<file path="src/rtl/hz_pkg.sv">
package hz_pkg;

  typedef enum logic [1:0] {
    FWD_RF  = 2'd0,
    FWD_MEM = 2'd1,
    FWD_WB  = 2'd2
  } fwd_sel_e;

endpackage

</file>
<file path="src/rtl/hz_fwd_unit.sv">
module hz_fwd_unit
  import hz_pkg::*;
#(
  parameter int REG_W = 5,
  parameter int NOPS  = 2
) (
  input  logic [NOPS-1:0][REG_W-1:0] ex_src,
  input  logic                       mem_ok,
  input  logic [REG_W-1:0]           mem_rd,
  input  logic                       wb_ok,
  input  logic [REG_W-1:0]           wb_rd,
  output fwd_sel_e [NOPS-1:0]        sel
);

  for (genvar i = 0; i < NOPS; i++) begin : g_op
    always_comb begin
      if (mem_ok && (mem_rd == ex_src[i]))
        sel[i] = FWD_MEM;
      else if (wb_ok && (wb_rd == ex_src[i]))
        sel[i] = FWD_WB;
      else
        sel[i] = FWD_RF;
    end
  end

endmodule

</file>
<file path="src/rtl/hz_fp_board.sv">
module hz_fp_board #(
  parameter int REG_W  = 5,
  parameter int FP_GAP = 2
) (
  input  logic             clk,
  input  logic             rst,
  input  logic             issue_ok,
  input  logic [REG_W-1:0] issue_rd,
  input  logic [REG_W-1:0] rd_a,
  input  logic [REG_W-1:0] rd_b,
  output logic             busy_a,
  output logic             busy_b
);

  localparam int NREG  = 1 << REG_W;
  localparam int CNT_W = (FP_GAP > 1) ? $clog2(FP_GAP) : 1;
  localparam logic [CNT_W-1:0] LOADV = CNT_W'(FP_GAP - 1);

  logic [NREG-1:0] pend;

  for (genvar r = 0; r < NREG; r++) begin : g_reg
    logic [CNT_W-1:0] cnt;
    always_ff @(posedge clk) begin
      if (rst)
        cnt <= '0;
      else if (issue_ok && (issue_rd == REG_W'(r)))
        cnt <= LOADV;
      else if (cnt != '0)
        cnt <= cnt - 1'b1;
    end
    assign pend[r] = (cnt != '0);
  end

  assign busy_a = pend[rd_a];
  assign busy_b = pend[rd_b];

endmodule

</file>
<file path="src/rtl/hz_pipe_ctl.sv">
module hz_pipe_ctl (
  input  logic data_stall,
  input  logic br_taken,
  input  logic mem_busy,
  output logic pc_hold,
  output logic ifid_hold,
  output logic ex_bubble,
  output logic ifid_flush,
  output logic redirect
);

  always_comb begin
    pc_hold    = 1'b0;
    ifid_hold  = 1'b0;
    ex_bubble  = 1'b0;
    ifid_flush = 1'b0;
    redirect   = 1'b0;
    if (data_stall) begin
      pc_hold   = 1'b1;
      ifid_hold = 1'b1;
      ex_bubble = 1'b1;
    end else if (br_taken) begin
      redirect   = 1'b1;
      ifid_flush = 1'b1;
    end else if (mem_busy) begin
      pc_hold    = 1'b1;
      ifid_flush = 1'b1;
    end
  end

endmodule

</file>
<file path="src/rtl/hz_ctl_top.sv">
module hz_ctl_top
  import hz_pkg::*;
#(
  parameter int REG_W  = 5,
  parameter int FP_GAP = 2
) (
  input  logic             clk,
  input  logic             rst,
  input  logic             id_valid,
  input  logic [REG_W-1:0] id_rs1,
  input  logic [REG_W-1:0] id_rs2,
  input  logic             id_branch,
  input  logic             id_taken,
  input  logic             ex_valid,
  input  logic [REG_W-1:0] ex_rs1,
  input  logic [REG_W-1:0] ex_rs2,
  input  logic [REG_W-1:0] ex_rd,
  input  logic             ex_wr,
  input  logic             ex_load,
  input  logic             ex_fp,
  input  logic             mem_valid,
  input  logic [REG_W-1:0] mem_rd,
  input  logic             mem_wr,
  input  logic             mem_load,
  input  logic             mem_store,
  input  logic             wb_valid,
  input  logic [REG_W-1:0] wb_rd,
  input  logic             wb_wr,
  output logic [1:0]       fwd_a,
  output logic [1:0]       fwd_b,
  output logic             pc_hold,
  output logic             ifid_hold,
  output logic             ex_bubble,
  output logic             ifid_flush,
  output logic             redirect
);

  logic ex_prod, mem_ok, wb_ok;
  logic ex_reads_hit, ld_stall, fp_now, fp_pend_a, fp_pend_b, fp_stall;
  logic [1:0][REG_W-1:0] ex_src;
  fwd_sel_e [1:0] sel;

  assign ex_prod = ex_valid && ex_wr && (ex_rd != '0);
  assign mem_ok  = mem_valid && mem_wr && !mem_load && (mem_rd != '0);
  assign wb_ok   = wb_valid && wb_wr && (wb_rd != '0);
  assign ex_src  = {ex_rs2, ex_rs1};

  hz_fwd_unit #(.REG_W(REG_W), .NOPS(2)) fwd_i (
    .ex_src (ex_src),
    .mem_ok (mem_ok),
    .mem_rd (mem_rd),
    .wb_ok  (wb_ok),
    .wb_rd  (wb_rd),
    .sel    (sel)
  );

  assign fwd_a = sel[0];
  assign fwd_b = sel[1];

  assign ex_reads_hit = ex_prod && id_valid && ((ex_rd == id_rs1) || (ex_rd == id_rs2));
  assign ld_stall     = ex_reads_hit && ex_load;
  assign fp_now       = ex_reads_hit && ex_fp;

  hz_fp_board #(.REG_W(REG_W), .FP_GAP(FP_GAP)) board_i (
    .clk      (clk),
    .rst      (rst),
    .issue_ok (ex_prod && ex_fp),
    .issue_rd (ex_rd),
    .rd_a     (id_rs1),
    .rd_b     (id_rs2),
    .busy_a   (fp_pend_a),
    .busy_b   (fp_pend_b)
  );

  assign fp_stall = fp_now || (id_valid && (fp_pend_a || fp_pend_b));

  hz_pipe_ctl ctl_i (
    .data_stall (ld_stall || fp_stall),
    .br_taken   (id_valid && id_branch && id_taken),
    .mem_busy   (mem_valid && (mem_load || mem_store)),
    .pc_hold    (pc_hold),
    .ifid_hold  (ifid_hold),
    .ex_bubble  (ex_bubble),
    .ifid_flush (ifid_flush),
    .redirect   (redirect)
  );

endmodule

</file>
<file path="config.mk">
export PLATFORM = sky130hd
export DESIGN_NAME = hz_ctl_top
export DESIGN_NICKNAME = d
export VERILOG_FILES = /design/src/rtl/hz_pkg.sv /design/src/rtl/hz_fwd_unit.sv /design/src/rtl/hz_fp_board.sv /design/src/rtl/hz_pipe_ctl.sv /design/src/rtl/hz_ctl_top.sv
export SDC_FILE = /design/constraint.sdc
export NUM_CORES = 1
export LEC_CHECK = 0
export BUFFER_PORTS_ARGS = -buffer_cell sky130_fd_sc_hd__buf_2
export CORE_ASPECT_RATIO = 0.9
export CORE_MARGIN = 1.5
export CORE_UTILIZATION = 50
export DETAILED_ROUTE_END_ITERATION = 16
export PLACE_DENSITY_LB_ADDON = 0.12
export SYNTH_ARGS = -nofsm -noshare
export SYNTH_HDL_FRONTEND = slang
export SYNTH_SLANG_ARGS = --single-unit
</file>
<file path="constraint.sdc">
create_clock -name clk -period 6 [get_ports clk]
set_input_delay 0.9 -clock clk [delete_from_list [all_inputs] [get_ports clk]]
set_output_delay 0.9 -clock clk [all_outputs]
set_load 0.01 [all_outputs]
</file>
==> flow_summary.toml <==
[timing]
maxSlewViolCount = 0
hold_viol_final = 0
setup_slack_ns = 2.46
setup_viol = 0
min_period_over_period_pct = 59.1
rsz0062_at_grt = "no"
fin_crit_ns = 3.54
setup-tns-final_ns = 0
fmax_mhz = 282

[job]
max_cap_viol_count = 0

[yosys]
synth_edf_count = 0
synth_top_area_share_pct = 32.3
synthCells = 216
syn_area_um2 = 1980
yosysSeqAreaShare_pct = 32.3
synth.avg_cell_area_um2 = 9.18
yosysTopAreaCell = "dfxtp_1"
ys_warn_count = 0
synthesis.nets = 266
ys_ff_latch = 32
synth_cell_types = 41
synthFlopType = "dfxtp_1"
synth-async-reset-ratio_pct = 0
synth_top_cells_by_area = "dfxtp_1, xnor2_1, mux4_2"

[power_and_ir_drop]
p_per_area_nw_per_um2 = 198
vdd_drop_max_mv = 0.165
leakage_nw = 0.982

[clocking]
clock_path_buffers = 2
cts_made_buffers = 5
post-cts-setup-buffer-count = 0
cts-root-buf = "clkbuf_8"
cts.sinks = 32
cts_tree = "done"
cts_resized = 0
cts_max_level = 2
cts_hold_buf = 0
clk_pin_slew_ns = 0.06

[finish]
largest_reg_flops = 32
drive_above_1_share_pct = 29.0
final_cell_mix = "buf_2, nor2_1, dfxtp_1"
n_fill_cell = 341
utilization_pct = 62.4
diodes = 0
multi_input_area_um2 = 1260
final_nets = 318
fin_cells = 315
final_common_cell = "buf_2"
syn2layout_area_growth_pct = 18.4
seqCellArea_um2 = 641
reg.largest.list = "board_i.g.cnt x32"
regMostFlops = "board_i.g.cnt"

[place]
dp.cells = 307
portBuffers = 58
dp_hpwl_um = 3960
post-place-ws_ns = 2.43
globalplace.congestion = 0.930

[detailed_routing]
avgViaCountPerCell = 5.50
postRouteAntennaNets = 0
route.detailed.drc = 0
drtIter0Drc = 124
wl_per_cell_um = 15.2
dr.pass1.iters = 4
vias = 1733
wl_um = 4790

[floorplan]
io_pins = 59
fp.dieW_um = 69.4
start_util_pct = 52.7
die_h_um = 62.7
design.core.area_um2 = 3760
row_count = 21
dieArea_um2 = 4350

[grt]
antenna_found_initial = 0
grt_max_degree = 15
grt_pass1_wl_um = 7650
grt_usage_pct = 22.2
grt_pass1_vias = 1572
grt-ovfl-total = 0

[critical_path]
endpoint_kind = "primary output"
crit_arrival_ns = 2.64
path_class = "in2out"
crit_family = "multiplexers"
crit_top_cell = "buf_2"
cp-startpoint = "id_rs2[2]"
slowest_delay_ns = 0.56
crit_path_start_kind = "primary input"
worst-path-buf-inv = 2
required_ns = 5.10
worst-path-stages = 8
worst-path-max-fanout = 14
path_cells = "buf_2 > mux4_2 > a22oi_1 > o41ai_1 > a21oi_2 > a31oi_2 > nand2b_1 > buf_2"
slowest_stage = "mux4_2"

[min_path]
min_path_cells = 2
min_path_type = "in2reg"
min_from = "ex_rd[3]"

[outcome]
outcome = "finished clean"
==> power breakdown <==
part	switching [W]	internal [W]
clock	0.0000724	0.0000912
combinational	0.0000465	0.0000403
sequential	0.000000537	0.000213
==> through the flow <==
stage / area (µm²) / total power (W) / hold slack [ns]
2_1_floorplan: 1980 / 0.000273 / 1.13
3_3_place_gp: 2250 / 0.000305 / 1.27
3_5_place_dp: 2250 / 0.000305 / 1.27
4_1_cts: 2350 / 0.000470 / 0.967
5_1_grt: 2350 / 0.000487 / 0.984
6_report: 2350 / 0.000464 / 0.982
==> synth_stat cells, types with 2 or more instances <==
cell	instances
a22oi_1	4
nor3_1	7
nor4_1	3
mux2i_1	13
mux2_2	2
mux4_2	6
nand2_1	8
nor3b_1	2
xor2_1	12
inv_1	2
or3_1	2
or4_1	4
nand2b_1	11
a21oi_1	4
nor2_1	34
xnor2_1	18
mux4_1	3
o211ai_1	3
buf_6	2
nor2b_1	4
nand3_1	14
dfxtp_1	32
buf_2	3
clkbuf_1	5
buf_4	2
==> logic make-up after synthesis <==
kind of cell	count (synthesis)	synth area share, %
simple gates	94	24.0
other cells	1	0.189
flops	32	32.3
compound gates	20	7.51
xor+xnor	30	13.3
buf+inv	15	4.23
mux	24	18.5
==> cell type report <==
| class | instances | area share, % |
|---|---|---|
| Clock buffer | 6 | 3.52 |
| Multi-Input combinational cell | 169 | 53.6 |
| Timing Repair Buffer | 58 | 12.4 |
| Sequential cell | 32 | 27.3 |
| Tap cell | 46 | 2.45 |
| Inverter | 2 | 0.320 |
| Clock inverter | 2 | 0.427 |
==> worst paths after layout <==
kind	to	slack [ns]
max	pc_hold	2.46
min	board_i.g_reg[3].cnt$_SDFF_PP0_	0.98
==> metal layers <==
metal / GRT usage [%] / wire length (µm) / vias up
met5: 0 / 0 / -
met4: 6.62 / 12 / 0
met3: 5.81 / 531 / 2
met2: 31.6 / 2030 / 81
met1: 32.8 / 2220 / 786
li1: - / - / 864
Power figures use the tool's default switching activity.
